==> src/rtl/can_id_filter.sv <==
module can_id_filter #(
  parameter int TBL_WORDS = 8,
  parameter int NUM_MB    = 8,
  localparam int FI_W = $clog2(4*TBL_WORDS),
  localparam int MI_W = $clog2(NUM_MB)
) (
  input  logic                    clk,
  input  logic                    rst_n,
  input  logic                    frm_vld,
  input  logic [28:0]             rx_id,
  input  logic                    rx_ide,
  input  logic                    rx_rtr,
  input  logic [1:0]              flt_fmt,
  input  logic [32*TBL_WORDS-1:0] flt_tbl,
  input  logic [32*TBL_WORDS-1:0] flt_msk,
  input  logic [4*NUM_MB-1:0]     mb_code,
  input  logic [32*NUM_MB-1:0]    mb_id,
  input  logic [32*NUM_MB-1:0]    mb_msk,
  input  logic [NUM_MB-1:0]       mb_cs_wr,
  output logic                    res_vld,
  output logic                    fifo_hit,
  output logic [FI_W-1:0]         fifo_idx,
  output logic                    mb_hit,
  output logic [MI_W-1:0]         mb_idx
);

  localparam int N_EXT = TBL_WORDS;
  localparam int N_STD = 2*TBL_WORDS;
  localparam int N_SLC = 4*TBL_WORDS;

  logic [31:0] fw;
  logic [15:0] fh;
  logic        f_hit, m_hit;
  logic [FI_W-1:0] f_idx;
  logic [MI_W-1:0] m_idx;

  assign fw = {rx_rtr, rx_ide, 1'b0, rx_ide ? rx_id : {rx_id[10:0], 18'b0}};
  assign fh = {rx_rtr, rx_ide, 3'b000, fw[28:18]};

  function automatic logic eq32(input logic [31:0] a, input logic [31:0] m, input logic [31:0] f);
    return ((a ^ f) & m & 32'hDFFF_FFFF) == 32'h0;
  endfunction

  function automatic logic eq16(input logic [15:0] a, input logic [15:0] m, input logic [15:0] f);
    return ((a ^ f) & m & 16'hC7FF) == 16'h0;
  endfunction

  function automatic logic eq8(input logic [7:0] a, input logic [7:0] m, input logic [7:0] f);
    return ((a ^ f) & m) == 8'h0;
  endfunction

  always_comb begin
    f_hit = 1'b0;
    f_idx = '0;
    for (int e = N_SLC-1; e >= 0; e--) begin
      logic hit;
      hit = 1'b0;
      case (flt_fmt)
        2'd0: if (e < N_EXT)
                hit = eq32(flt_tbl[e*32 +: 32], flt_msk[e*32 +: 32], fw);
        2'd1: if (e < N_STD)
                hit = eq16(flt_tbl[(e/2)*32 + ((e%2 == 0) ? 16 : 0) +: 16],
                           flt_msk[(e/2)*32 + ((e%2 == 0) ? 16 : 0) +: 16], fh);
        2'd2: hit = eq8(flt_tbl[(e/4)*32 + (3 - e%4)*8 +: 8],
                        flt_msk[(e/4)*32 + (3 - e%4)*8 +: 8], fw[28:21]);
        default: hit = 1'b0;
      endcase
      if (hit) begin
        f_hit = 1'b1;
        f_idx = FI_W'(e);
      end
    end
  end

  always_comb begin
    m_hit = 1'b0;
    m_idx = '0;
    for (int i = NUM_MB-1; i >= 0; i--) begin
      logic [3:0] code;
      code = mb_code[i*4 +: 4];
      if (!code[3] && code != 4'b0000 && !mb_cs_wr[i] &&
          eq32(mb_id[i*32 +: 32], mb_msk[i*32 +: 32], fw)) begin
        m_hit = 1'b1;
        m_idx = MI_W'(i);
      end
    end
  end

  always_ff @(posedge clk or negedge rst_n) begin
    if (!rst_n) begin
      res_vld  <= 1'b0;
      fifo_hit <= 1'b0;
      fifo_idx <= '0;
      mb_hit   <= 1'b0;
      mb_idx   <= '0;
    end else begin
      res_vld  <= frm_vld;
      fifo_hit <= frm_vld & f_hit;
      fifo_idx <= frm_vld ? f_idx : '0;
      mb_hit   <= frm_vld & m_hit;
      mb_idx   <= frm_vld ? m_idx : '0;
    end
  end

endmodule

==> config.mk <==
export PLATFORM = sky130hd
export DESIGN_NAME = can_id_filter
export DESIGN_NICKNAME = d
export VERILOG_FILES = /design/src/rtl/can_id_filter.sv
export SDC_FILE = /design/constraint.sdc
export NUM_CORES = 1
export LEC_CHECK = 0
export ABC_AREA = 1
export BUFFER_PORTS_ARGS = -buffer_cell sky130_fd_sc_hd__clkbuf_2
export CORE_AREA = 10 10 421 423
export CTS_CLUSTER_DIAMETER = 100
export CTS_CLUSTER_SIZE = 12
export DETAILED_ROUTE_END_ITERATION = 10
export DIE_AREA = 0 0 431 433
export GPL_TIMING_DRIVEN = 0
export PLACE_DENSITY_LB_ADDON = 0.2
export SYNTH_ARGS = -nofsm -noshare
export SYNTH_HDL_FRONTEND = slang
export SYNTH_SLANG_ARGS = --single-unit
export TNS_END_PERCENT = 50
==> constraint.sdc <==
create_clock -name clk -period 0.8 [get_ports clk]
set_clock_uncertainty 0.2 [all_clocks]
set_input_delay 0.08 -clock clk [delete_from_list [all_inputs] [get_ports clk]]
set_output_delay 0.08 -clock clk [all_outputs]
set_load 0.05 [all_outputs]
Word-level counts from Yosys, hierarchy flattened. Cells that the tools add are included.

Flip-flop bits (word level): 11. Input bits: 1100. Output and inout port bits: 11. Logic and storage cells: 365.

Equal/unequal tests: 2. Muxes and demuxes: 115. Bitwise gates (word level): 130. Reduce and logical (&&, ||, !) cells: 113.

Operator list (number): 32-bit AND (16); 32-bit logical NOT (16); 32-bit XOR (16); 16-bit AND (16); 8-bit AND (32); 16-bit logical NOT (16); 8-bit logical NOT (32); 16-bit XOR (16); 8-bit XOR (32); 5-bit two-way mux (33); 1-bit two-way mux (56); 4-bit nonzero test (8); 29-bit two-way mux (1); 3-bit two-way mux (9); 1-bit logical AND (24); 1-bit case mux with 3 select lines (8); 1-bit logical NOT (16); 1-bit case mux with 2 select lines (8); 1-bit AND (2); 2-bit by 1-bit == test with 1-bit output, second input constant (1); 2-bit == test, second input constant (1); 2-bit logical NOT (1).

Depth between registers and ports, before layout.
Word-level depth: 38. Depth in mapped cells: 40. Mapped depth without buffers: 39.

Worst setup path before layout. Ideal clock, no wire load.

Path kind: input port to flip-flop. From: in rx_ide. To: reg fifo_idx[4]. Setup time: 0.124 ns. Arrival time: 2.266 ns. Required time: 0.476 ns. Slack: -1.790 ns. Cell stages on the path: 17. Buffers on the path: 4. Cell sequence: buf_6 -> buf_4 -> or2_2 -> nand2_1 -> buf_2 -> inv_2 -> clkbuf_1 -> or2_0 -> nand3_1 -> nand4_1 -> nor4_1 -> nand4_1 -> a21oi_1 -> inv_1 -> nand3_1 -> nor3_1 -> nor3b_2.

Cells in the longest elaborated chain, start to end: 38. Elaborated cells between the ends (all ways): 234. Those cells by class: 66 x mux; 112 x bitwise; 56 x reduce/logical.

Ends and longest elaborated chain: from (decl) (line 11) `input logic rx_ide,`; 29-bit two-way mux (line 37) `assign fw = {rx_rtr, rx_ide, 1'b0, rx_ide ? rx_id : {rx_id[10:0], 18'b0}};`; 8-bit XOR (line 49) `return ((a ^ f) & m) == 8'h0;`; 8-bit AND (line 49); 8-bit logical NOT (line 49); 1-bit two-way mux (line 58) `case (flt_fmt)`; 5-bit two-way mux (31 in series) (line 68) `if (hit) begin`; 5-bit two-way mux * (line 68); 5-bit two-way mux * (line 99) `fifo_idx <= frm_vld ? f_idx : '0;`; to (signal assigned) (line 99); to (decl) (line 22) `output logic [FI_W-1:0] fifo_idx,`.

Every way passes the cells marked *; elsewhere a longest branch is shown, timed or not.

Final worst setup path.
From: in rx_ide. To: reg fifo_idx[1].

The elaborated chain is that of the path after synthesis.

==> impl_metrics.ini <==
[global_route]
grt_usage_pct = 26.45
grt_pass1_vias = 31017
grt_pass1_wl_mm = 324.9
grt_max_degree = 12
antenna_found_initial = 237
gr-total-overflow = 0

[sta]
fin_crit_ns = 3.422
holdWs_ns = -0.2141
relSlewSlack_pct = 50.26
final-max-slew-violation-count = 0
min_period_over_period_pct = 427.8
rsz0062_at_grt = yes
max_freq_mhz = 292.2
hold_viol_final = 2
setup_viol = 21
worst_pin_slew_ns = 0.7462
final.setup.worst_slack_ns = -2.622

[floorplan]
die_area_sq_um = 186600
num_rows = 151
die_x_um = 431
die_h_um = 433
core_area_sq_um = 168700
ioPinCount = 1111
start_util_pct = 10.18

[setup_path]
path_common_cell = buf_12
crit_chain = clkbuf_16 > inv_12 > clkbuf_16 > nand2_2 > nand2_2 > buf_12 > buf_12 > buf_12 > buf_12 > nand2_1 > nand3_1 > nand4_1 > nor4_1 > nand4_1 > o311ai_2 > nand2_1 > nand2_2 > o21bai_1 > a21boi_2
crit_fanout = 11
endpoint_kind = flop
cp.required_ns = 0.73
path_class = in2reg
startpoint_type = input pin
worst_path_max_delay_cell = nand4_1
cpPeakStageDelay_ns = 0.39
critPathArrivalTime_ns = 3.35

[placement]
dp_hpwl_mm = 220.5
gp_congestion = 0.9767
port_buffers = 1093
dpl_worst_slack_ns = -5.596
placed_cells = 6878

[power]
powerDensity_nw_per_um2 = 786.0
combPwrFrac_pct = 93.6
p_total_mw = 24.06
swShare_pct = 62.00
p_sw_mw = 14.91
clock_power_share_pct = 3.7
seqPwrFrac_pct = 2.6
ir_drop_uv = 570.6
internal-power_mw = 9.141
leakage_nw = 14.68

[clock_tree]
max-clock-path-buffers = 2
cts_tree = yes
clk_pin_slew_ns = 0.04
htreeDepth = 1
root_buffer = clkbuf_16
cts_buffers = 3
cts_hold_buf = 1
clock_sinks = 11

[routing]
avgViaCountPerCell = 4.713
wire_per_inst_um = 37.24
totalWireLength_mm = 264.7
dr.pass1.iters = 6
drcViolationCount = 0
ant_nets = 0
drt_iter0_drc = 3289
via_count = 33498

[run_status]
violations = hold timing, setup timing
outcome = finished with violations

[final_layout]
fillCellCount = 19748
final_common_cell = clkbuf_2
multiInputGateArea_sq_um = 16480
layout_common_cells = clkbuf_2, nand2_1, nand3_1
drive_gt1_share_pct = 38.22
regArea_sq_um = 276.5
final_util_pct = 18.14
layout.cells.non_filler = 7108
area_growth_pct = 78.14
nets = 5882

[logic_synthesis]
syn_avg_cell_area_sq_um = 4.822
ys_seq_elements = 11
synthTopCellsByArea = nand2_1, nand3_1, o21ai_0
synth_area_sq_um = 17180
synth_top_cell_area_share_pct = 23.77
synth_edf_count = 0
ys_async_sr_fraction_pct = 100.0
synth_nets = 4667
synth_cell_types = 55
synth_seq_area_share_pct = 1.602
synth_top_area_cell = nand2_1
synth_flop_cell = dfrtp_1
netlist_instances = 3563
ys.warnings.count = 0

[hold_path]
worst_hold_path.endpoint = res_vld
hold_start = frm_vld
hold_path.class = in2reg
holdPathStages = 1

[job]
max_cap_violations = 0
worst max path at each step:
| stage | cells past startpoint | start | endpoint |
|---|---|---|---|
| finish | 19 | rx_ide | fifo_idx[1] |
| global route | 41 | rx_ide | fifo_idx[0] |
| CTS | 17 | rx_ide | fifo_idx[1] |
| detailed placement | 16 | rx_ide | fifo_idx[2] |
| global placement | 16 | rx_ide | fifo_idx[2] |
| floorplan | 23 | rx_ide | fifo_idx[0] |
per-layer routing:
| layer | share of wire, % | vias up | GRT usage [%] |
|---|---|---|---|
| li1 | - | 14799 | - |
| met1 | 32 | 15751 | 25.32 |
| met2 | 51 | 2038 | 48.54 |
| met3 | 7.2 | 790 | 5.750 |
| met4 | 9.3 | 120 | 21.75 |
| met5 | 0.28 | - | 0 |
stage by stage:
| step | hold slack (ns) | setup TNS, ns | instance area [sq um] |
|---|---|---|---|
| floorplan | -0.4156 | -16.28 | 17660 |
| global route | -0.2079 | -29.07 | 30550 |
| detailed placement | -0.2236 | -53.32 | 25980 |
| global placement | -0.2260 | -54.28 | 25900 |
| CTS | -0.2164 | -28.87 | 29180 |
| finish | -0.2141 | -28.27 | 30600 |
power by group through the flow:
stage	registers (mW)	clock network [mW]	logic [mW]
after floorplan	0.777	0	7.47
after global placement	0.624	0	18.6
after detailed placement	0.624	0	18.7
after CTS	0.622	0.924	21.3
after global routing	0.636	0.944	23.3
final	0.632	0.899	22.5
worst max-delay path: cells and delay by family:
kind                   cells  cell delay, ns
AO/OA/AOI/OAI              3            0.62
buffers and inverters      7            1.18
AND/OR/NAND/NOR            9            1.42
kinds of logic (layout without fill, tap and decap cells):
group	count (synthesis)	in the layout	synth area share (%)
buffers and inverters	478	1692	12.00
and+or+nand+nor	2195	2195	57.48
xor gates and xnor gates	6	6	0.3059
other	0	113	0
adders and majority gates	4	4	0.2913
DFF	11	11	1.602
AOI/OAI and AO/OA	869	869	28.32
layout make-up:
type | count | share of cell area [%]
plain buffers | 176 | 8.295
diodes | 113 | 0.9240
repair buffers | 1212 | 22.39
clock buffers | 4 | 0.2576
flip-flops and latches | 11 | 0.9035
multi-input cells | 3074 | 53.86
inverters | 300 | 4.305
well taps | 2218 | 9.068
state kept, by name (all words and copies together), names as in the netlist:
register / flops
fifo_hit: 1
fifo_idx: 5
mb_hit: 1
mb_idx: 3
res_vld: 1
cell usage after synthesis (2+ instances only):
cell type	number
buf_2	79
nand2_2	14
a21oi_1	263
o31ai_1	4
o21ai_1	6
ha_1	4
nand2_1	1088
o21bai_1	3
a221oi_1	4
nor2_1	175
clkinv_1	5
or3_1	2
nand3_1	519
o21a_1	22
inv_1	284
a31oi_1	4
o22ai_1	12
a31o_2	2
o211ai_1	7
a221o_1	2
o2111ai_1	17
or2_2	182
dfrtp_1	11
o311ai_0	2
or4_1	2
a21boi_0	17
buf_4	11
buf_6	17
a311oi_1	25
nor3_1	57
clkbuf_1	66
nand4_1	74
xor2_1	6
a32o_1	13
nand3b_1	2
or2_0	13
o41ai_1	8
o2111a_1	7
buf_1	5
inv_2	11
a2111oi_0	2
o21ai_0	444
nor4_1	60
repair_timing:
action	in CTS	in global routing
gates cloned	3	3
buffers inserted	77	31
pin swaps	71	100
resized for setup	549	207
endpoints found under the hold margin	13	2
endpoints found under the setup margin	21	32
No activity file was read; power rests on OpenSTA's default activity.
